`config.mk`:
```
export PLATFORM = sky130hd
export DESIGN_NAME = loc_access_arbiter
export DESIGN_NICKNAME = d
export VERILOG_FILES = /design/src/rtl/loc_arb_pkg.sv /design/src/rtl/loc_arb_owner.sv /design/src/rtl/loc_arb_pending.sv /design/src/rtl/loc_arb_estab.sv /design/src/rtl/loc_access_arbiter.sv
export SDC_FILE = /design/constraint.sdc
export NUM_CORES = 1
export LEC_CHECK = 0
export BUFFER_PORTS_ARGS = -buffer_cell sky130_fd_sc_hd__buf_2
export CAP_MARGIN = 5
export CORE_MARGIN = 8
export CORE_UTILIZATION = 53
export DETAILED_ROUTE_END_ITERATION = 6
export MAX_ROUTING_LAYER = met4
export PLACE_DENSITY = 0.82
export RECOVER_POWER = 25
export SKIP_CTS_REPAIR_TIMING = 1
export SLEW_MARGIN = 20
export SYNTH_ARGS = -nofsm -noshare
export SYNTH_HDL_FRONTEND = slang
export SYNTH_SLANG_ARGS = --single-unit
```
`constraint.sdc`:
```
create_clock -name clk_i -period 2.6 [get_ports clk_i]
set_input_delay 0.52 -clock clk_i [delete_from_list [all_inputs] [get_ports clk_i]]
set_output_delay 0.52 -clock clk_i [all_outputs]
set_load 0.03 [all_outputs]
```
`src/rtl/loc_arb_pkg.sv`:
```
package loc_arb_pkg;
  localparam int NUM_LOC    = 5;
  localparam int LOC_W      = $clog2(NUM_LOC);
  localparam int CTRL_W     = 4;
  localparam int CTRL_REQ   = 0;
  localparam int CTRL_REL   = 1;
  localparam int CTRL_SEIZE = 2;
  localparam int CTRL_ESTAB = 3;
  typedef logic [LOC_W-1:0]   loc_t;
  typedef logic [NUM_LOC-1:0] loc_vec_t;
endpackage

```
`src/rtl/loc_arb_owner.sv`:
```
module loc_arb_owner
  import loc_arb_pkg::*;
(
  input  logic     clk_i,
  input  logic     rst_ni,
  input  logic     wr_ok_i,
  input  loc_t     wr_loc_i,
  input  logic     seize_i,
  input  logic     rel_i,
  input  loc_vec_t pend_i,
  output logic     assigned_o,
  output loc_t     active_o,
  output logic     grant_en_o,
  output loc_t     grant_loc_o,
  output logic     victim_en_o,
  output loc_t     victim_loc_o
);
  logic assigned_q, assigned_d;
  loc_t active_q, active_d, hi_loc;
  logic seize_ok;

  always_comb begin
    hi_loc = '0;
    for (int i = 0; i < NUM_LOC; i++)
      if (pend_i[i]) hi_loc = LOC_W'(i);
  end

  assign seize_ok = wr_ok_i && seize_i && (!assigned_q || wr_loc_i > active_q);

  always_comb begin
    assigned_d   = assigned_q;
    active_d     = active_q;
    grant_en_o   = 1'b0;
    grant_loc_o  = '0;
    victim_en_o  = 1'b0;
    victim_loc_o = active_q;
    if (seize_ok) begin
      victim_en_o = assigned_q;
      grant_en_o  = 1'b1;
      grant_loc_o = wr_loc_i;
      assigned_d  = 1'b1;
      active_d    = wr_loc_i;
    end else if (wr_ok_i && rel_i && assigned_q && wr_loc_i == active_q) begin
      assigned_d = 1'b0;
      active_d   = '0;
    end else if (!assigned_q && |pend_i) begin
      grant_en_o  = 1'b1;
      grant_loc_o = hi_loc;
      assigned_d  = 1'b1;
      active_d    = hi_loc;
    end
  end

  always_ff @(posedge clk_i or negedge rst_ni) begin
    if (!rst_ni) begin
      assigned_q <= 1'b0;
      active_q   <= '0;
    end else begin
      assigned_q <= assigned_d;
      active_q   <= active_d;
    end
  end

  assign assigned_o = assigned_q;
  assign active_o   = active_q;
endmodule

```
`src/rtl/loc_arb_pending.sv`:
```
module loc_arb_pending
  import loc_arb_pkg::*;
(
  input  logic     clk_i,
  input  logic     rst_ni,
  input  logic     wr_ok_i,
  input  loc_t     wr_loc_i,
  input  logic     req_i,
  input  logic     rel_i,
  input  logic     assigned_i,
  input  loc_t     active_i,
  input  logic     grant_en_i,
  input  loc_t     grant_loc_i,
  input  logic     victim_en_i,
  input  loc_t     victim_loc_i,
  output loc_vec_t pend_o,
  output loc_vec_t seized_o
);
  for (genvar i = 0; i < NUM_LOC; i++) begin : g_loc
    logic own_wr, is_owner, set_req, clr_req, grant, victim;
    logic pend_q, seized_q;
    assign own_wr   = wr_ok_i && wr_loc_i == LOC_W'(i);
    assign is_owner = assigned_i && active_i == LOC_W'(i);
    assign set_req  = own_wr && req_i && !is_owner;
    assign clr_req  = own_wr && rel_i && !is_owner;
    assign grant    = grant_en_i && grant_loc_i == LOC_W'(i);
    assign victim   = victim_en_i && victim_loc_i == LOC_W'(i);

    always_ff @(posedge clk_i or negedge rst_ni) begin
      if (!rst_ni) begin
        pend_q   <= 1'b0;
        seized_q <= 1'b0;
      end else begin
        if (grant || clr_req) pend_q <= 1'b0;
        else if (set_req)     pend_q <= 1'b1;
        if (grant)            seized_q <= 1'b0;
        else if (victim)      seized_q <= 1'b1;
        else if (set_req)     seized_q <= 1'b0;
      end
    end
    assign pend_o[i]   = pend_q;
    assign seized_o[i] = seized_q;
  end
endmodule

```
`src/rtl/loc_arb_estab.sv`:
```
module loc_arb_estab
  import loc_arb_pkg::*;
#(
  parameter int MIN_LOC = 3
) (
  input  logic clk_i,
  input  logic rst_ni,
  input  logic wr_ok_i,
  input  loc_t wr_loc_i,
  input  logic estab_i,
  input  logic hash_end_i,
  output logic est_o
);
  logic est_q;
  always_ff @(posedge clk_i or negedge rst_ni) begin
    if (!rst_ni)                                           est_q <= 1'b1;
    else if (hash_end_i)                                   est_q <= 1'b0;
    else if (wr_ok_i && estab_i && wr_loc_i >= LOC_W'(MIN_LOC)) est_q <= 1'b1;
  end
  assign est_o = est_q;
endmodule

```
`src/rtl/loc_access_arbiter.sv`:
```
module loc_access_arbiter
  import loc_arb_pkg::*;
#(
  parameter int ESTAB_MIN_LOC = 3
) (
  input  logic                 clk_i,
  input  logic                 rst_ni,
  input  logic                 wr_valid_i,
  input  logic [LOC_W-1:0]     wr_loc_i,
  input  logic [CTRL_W-1:0]    wr_ctrl_i,
  input  logic                 hash_end_i,
  output logic [7:0]           state_o,
  output logic [NUM_LOC-1:0]   granted_o,
  output logic [NUM_LOC-1:0]   seized_o
);
  logic     wr_ok, assigned, grant_en, victim_en, est, valid_q;
  loc_t     active, grant_loc, victim_loc;
  loc_vec_t pend;

  assign wr_ok = wr_valid_i && wr_loc_i < LOC_W'(NUM_LOC);

  loc_arb_owner u_owner (
    .clk_i, .rst_ni,
    .wr_ok_i(wr_ok), .wr_loc_i,
    .seize_i(wr_ctrl_i[CTRL_SEIZE]), .rel_i(wr_ctrl_i[CTRL_REL]),
    .pend_i(pend),
    .assigned_o(assigned), .active_o(active),
    .grant_en_o(grant_en), .grant_loc_o(grant_loc),
    .victim_en_o(victim_en), .victim_loc_o(victim_loc)
  );

  loc_arb_pending u_pend (
    .clk_i, .rst_ni,
    .wr_ok_i(wr_ok), .wr_loc_i,
    .req_i(wr_ctrl_i[CTRL_REQ]), .rel_i(wr_ctrl_i[CTRL_REL]),
    .assigned_i(assigned), .active_i(active),
    .grant_en_i(grant_en), .grant_loc_i(grant_loc),
    .victim_en_i(victim_en), .victim_loc_i(victim_loc),
    .pend_o(pend), .seized_o
  );

  loc_arb_estab #(.MIN_LOC(ESTAB_MIN_LOC)) u_estab (
    .clk_i, .rst_ni,
    .wr_ok_i(wr_ok), .wr_loc_i,
    .estab_i(wr_ctrl_i[CTRL_ESTAB]), .hash_end_i,
    .est_o(est)
  );

  always_ff @(posedge clk_i or negedge rst_ni) begin
    if (!rst_ni) valid_q <= 1'b0;
    else         valid_q <= 1'b1;
  end

  assign state_o = {valid_q, 2'b00, active, assigned, est};

  for (genvar i = 0; i < NUM_LOC; i++) begin : g_gnt
    assign granted_o[i] = assigned && active == LOC_W'(i);
  end
endmodule

```
==> run summary <==
status: finished, final reports clean
final WL: 3460 µm
slew at the pin closest to its max-slew limit: 869 ps
maximum vdd ir drop: 0.000541 V
DRT antenna net count: 0
pins over their slew limit: 0
drt drc: 0
Layout Utilization: 56.9%
clk root buf: clkbuf_4
HP Class: primary input to asynchronous set/reset pin
top-area cell type share of the netlist area: 29.0%
row count: 18
ys async rst share: 100%
R2R Path Start: u_owner.active_o[1]$_DFFE_PN0P_
Commonest cells post-synth: buf_4, dfrtp_1, a21oi_1, nand2_1, inv_1
slowest CP cell: nor4bb_1
crit share post-route: 94.9%
CTS sink count: 16
Fillers: 238
Critical Path Source: u_owner.assigned_o$_DFFE_PN0P_
vias in the first global route: 1,199
Die X-Extent: 65.4 µm
cells after synthesis: 151
Seq. cell area: 402 µm²
WL/cell: 18.1 µm
Synth Flop Type: dfrtp_1
CP Capture Type: output port
initial antenna violation count: 0
nets@finish: 176
XOR/XNOR share of the synthesized area: 0%
Worst path depth: 2
CP required: 2080 ps
Syn. warnings: 0
Initial Util: 54.2%
synthesized flop and latch total: 16
first-pass iteration count of the detailed router: 4
Pwr Density: 1040 nW/µm²
total track usage: 16.6%
clock latency on the worst-skew pair: 290 ps
worst reg2reg path depth: 6
worst-path maximum fanout: 13
Area contributors post-synth: dfrtp_1, buf_4, a21oi_1
Critical Path Sink: granted_o[1]
largest family of logic cells by synthesized area: simple AND/OR/NAND/NOR gates
global-route wire length before repair: 5470 µm
placed cell count: 187
share of cells above drive strength 1: 26.1%
die footprint: 4280 µm²
Mapped Area: 1290 µm²
hpwl dp: 2650 µm
final setup vio count: 0
final hold vios: 0
crit path cell chain: nor4bb_1, buf_2
grt ovf: 0
EDFF count, synth: 0
CTS tree: yes
slew margin rel.: 41.3%
Avg Cell Area, Syn: 8.58 µm²
FF-to-FF End: u_pend.g_loc[4].pend_q$_DFFE_PN0P_
Leakage Power: 0.000595 µW
Fmax: 405 MHz
drt initial violations: 83
Layout Skew: 6.19 ps
area grow syn2layout: 4.83%
I/O Buffers: 26
Arrival @ worst endpoint: 1950 ps
CTS Buf Count: 3
post-synthesis mux area share: 0.773%
Reg2Reg Setup Slack: 500 ps
H-tree depth: 1
Core Box Area: 2390 µm²
Worst Setup Path Type: register to output port
synth unique cells: 55
startpoint types: register
fin cells: 191
# Max-Cap Violations: 0
Post-Synth Simple-Gate Area: 26.9%
Synth Area in Compound Gates: 24.2%
area of the multi-input gates: 719 µm²
TNS Setup: 0 ps
ANT cells: 0
die span in y: 65.4 µm
register area share after synthesis: 31.0%
min Tclk post-route: 2470 ps
Synth area leader: dfrtp_1
Synth Area in Adders: 2.90%
via/cell ratio: 6.34
largest net degree at the start of global routing: 17
Clock transition at path regs: 110 ps
IO Count: 29
CP bufs+invs: 1
CP peak stage delay: 750 ps
RSZ-0062 raised after global routing: false
Largest delay share family, worst path: simple AND/OR/NAND/NOR gates
Routability Congestion: 0.976
routed via count: 1,211
CTS max path bufs: 2
-- layout by cell type, fill, tap and decap left out, drive strengths merged, types with 2 or more instances in the layout --
cell     count
conb         3
nand3b       3
nand3        7
clkbuf       5
ha           3
nand2       12
dfrtp       15
inv          9
nor3         4
a21oi       11
o22ai        3
and4bb       2
nand4bb      2
a221oi       2
nor2b        4
nand2b       2
nor2         8
o211ai       3
buf         25
a31oi        3
o21ai        9
a32o         2
-- per-layer routing --
metal,vias to the layer above,share of wire (%),track usage [%]
li1,560,-,-
met1,562,39,18.6
met2,76,46,26.9
met3,13,12,4.59
met4,0,2.8,7.08
met5,-,0,-
-- sequential cells by signal (all words and copies together) (netlist names) --
register	flops
u_pend.g_loc.pend_q	5
u_pend.g_loc.seized_q	5
u_owner.active_o	3
u_estab.est_o	1
u_owner.assigned_o	1
valid_q	1
-- cell families after synthesis --
family,count (synthesis)
flip-flops,16
multiplexers,1
AND/OR/NAND/NOR,56
AO/OA/AOI/OAI,43
adder cells (fa/ha/maj),3
other,2
buffers and inverters,30
-- worst min-delay path by stage --
| stage | start | to | cells after the start |
|---|---|---|---|
| 5_1_grt | hash_end_i | u_estab.est_o$_DFFE_PN1P_ | 2 |
| 3_5_place_dp | rst_ni | u_pend.g_loc[1].pend_q$_DFFE_PN0P_ | 1 |
| 6_report | rst_ni | u_pend.g_loc[1].seized_q$_DFFE_PN0P_ | 1 |
| 2_1_floorplan | rst_ni | u_owner.active_o[0]$_DFFE_PN0P_ | 0 |
| 4_1_cts | rst_ni | u_pend.g_loc[1].pend_q$_DFFE_PN0P_ | 1 |
| 3_3_place_gp | rst_ni | u_pend.g_loc[1].pend_q$_DFFE_PN0P_ | 1 |
-- stage by stage --
stage	hold WS, ps	cell area [µm²]	total power, µW	setup slack (ps)
final	304	1360	1410	133
after global routing	318	1360	1490	55.2
after CTS	134	1360	1400	192
after detailed placement	459	1320	1220	266
after global placement	453	1320	1200	358
after floorplan	224	1300	1100	477
-- worst register-to-register path: stages, from the launching register on --
cell and delay, ps:
dfrtp_1 490, inv_1 70, ha_1 310, and4_4 220
a311oi_4 500, nand2_2 140, a221oi_1 280
-- power breakdown --
group / internal (µW) / total, µW / switching [µW]
Combinational: 280 / 793 / 512
Sequential: 332 / 439 / 108
Clock: 85.3 / 175 / 89.5
Total: 698 / 1410 / 709
-- final cells by class --
cell class              instances  share of cell area, %
clock buffers                   4                   2.67
inverters                       9                   2.49
multi-input cells             106                   53.0
flip-flops and latches         16                   29.6
well taps                      30                   2.76
repair buffers                 26                   9.49
(Power assumes the default switching activity.)
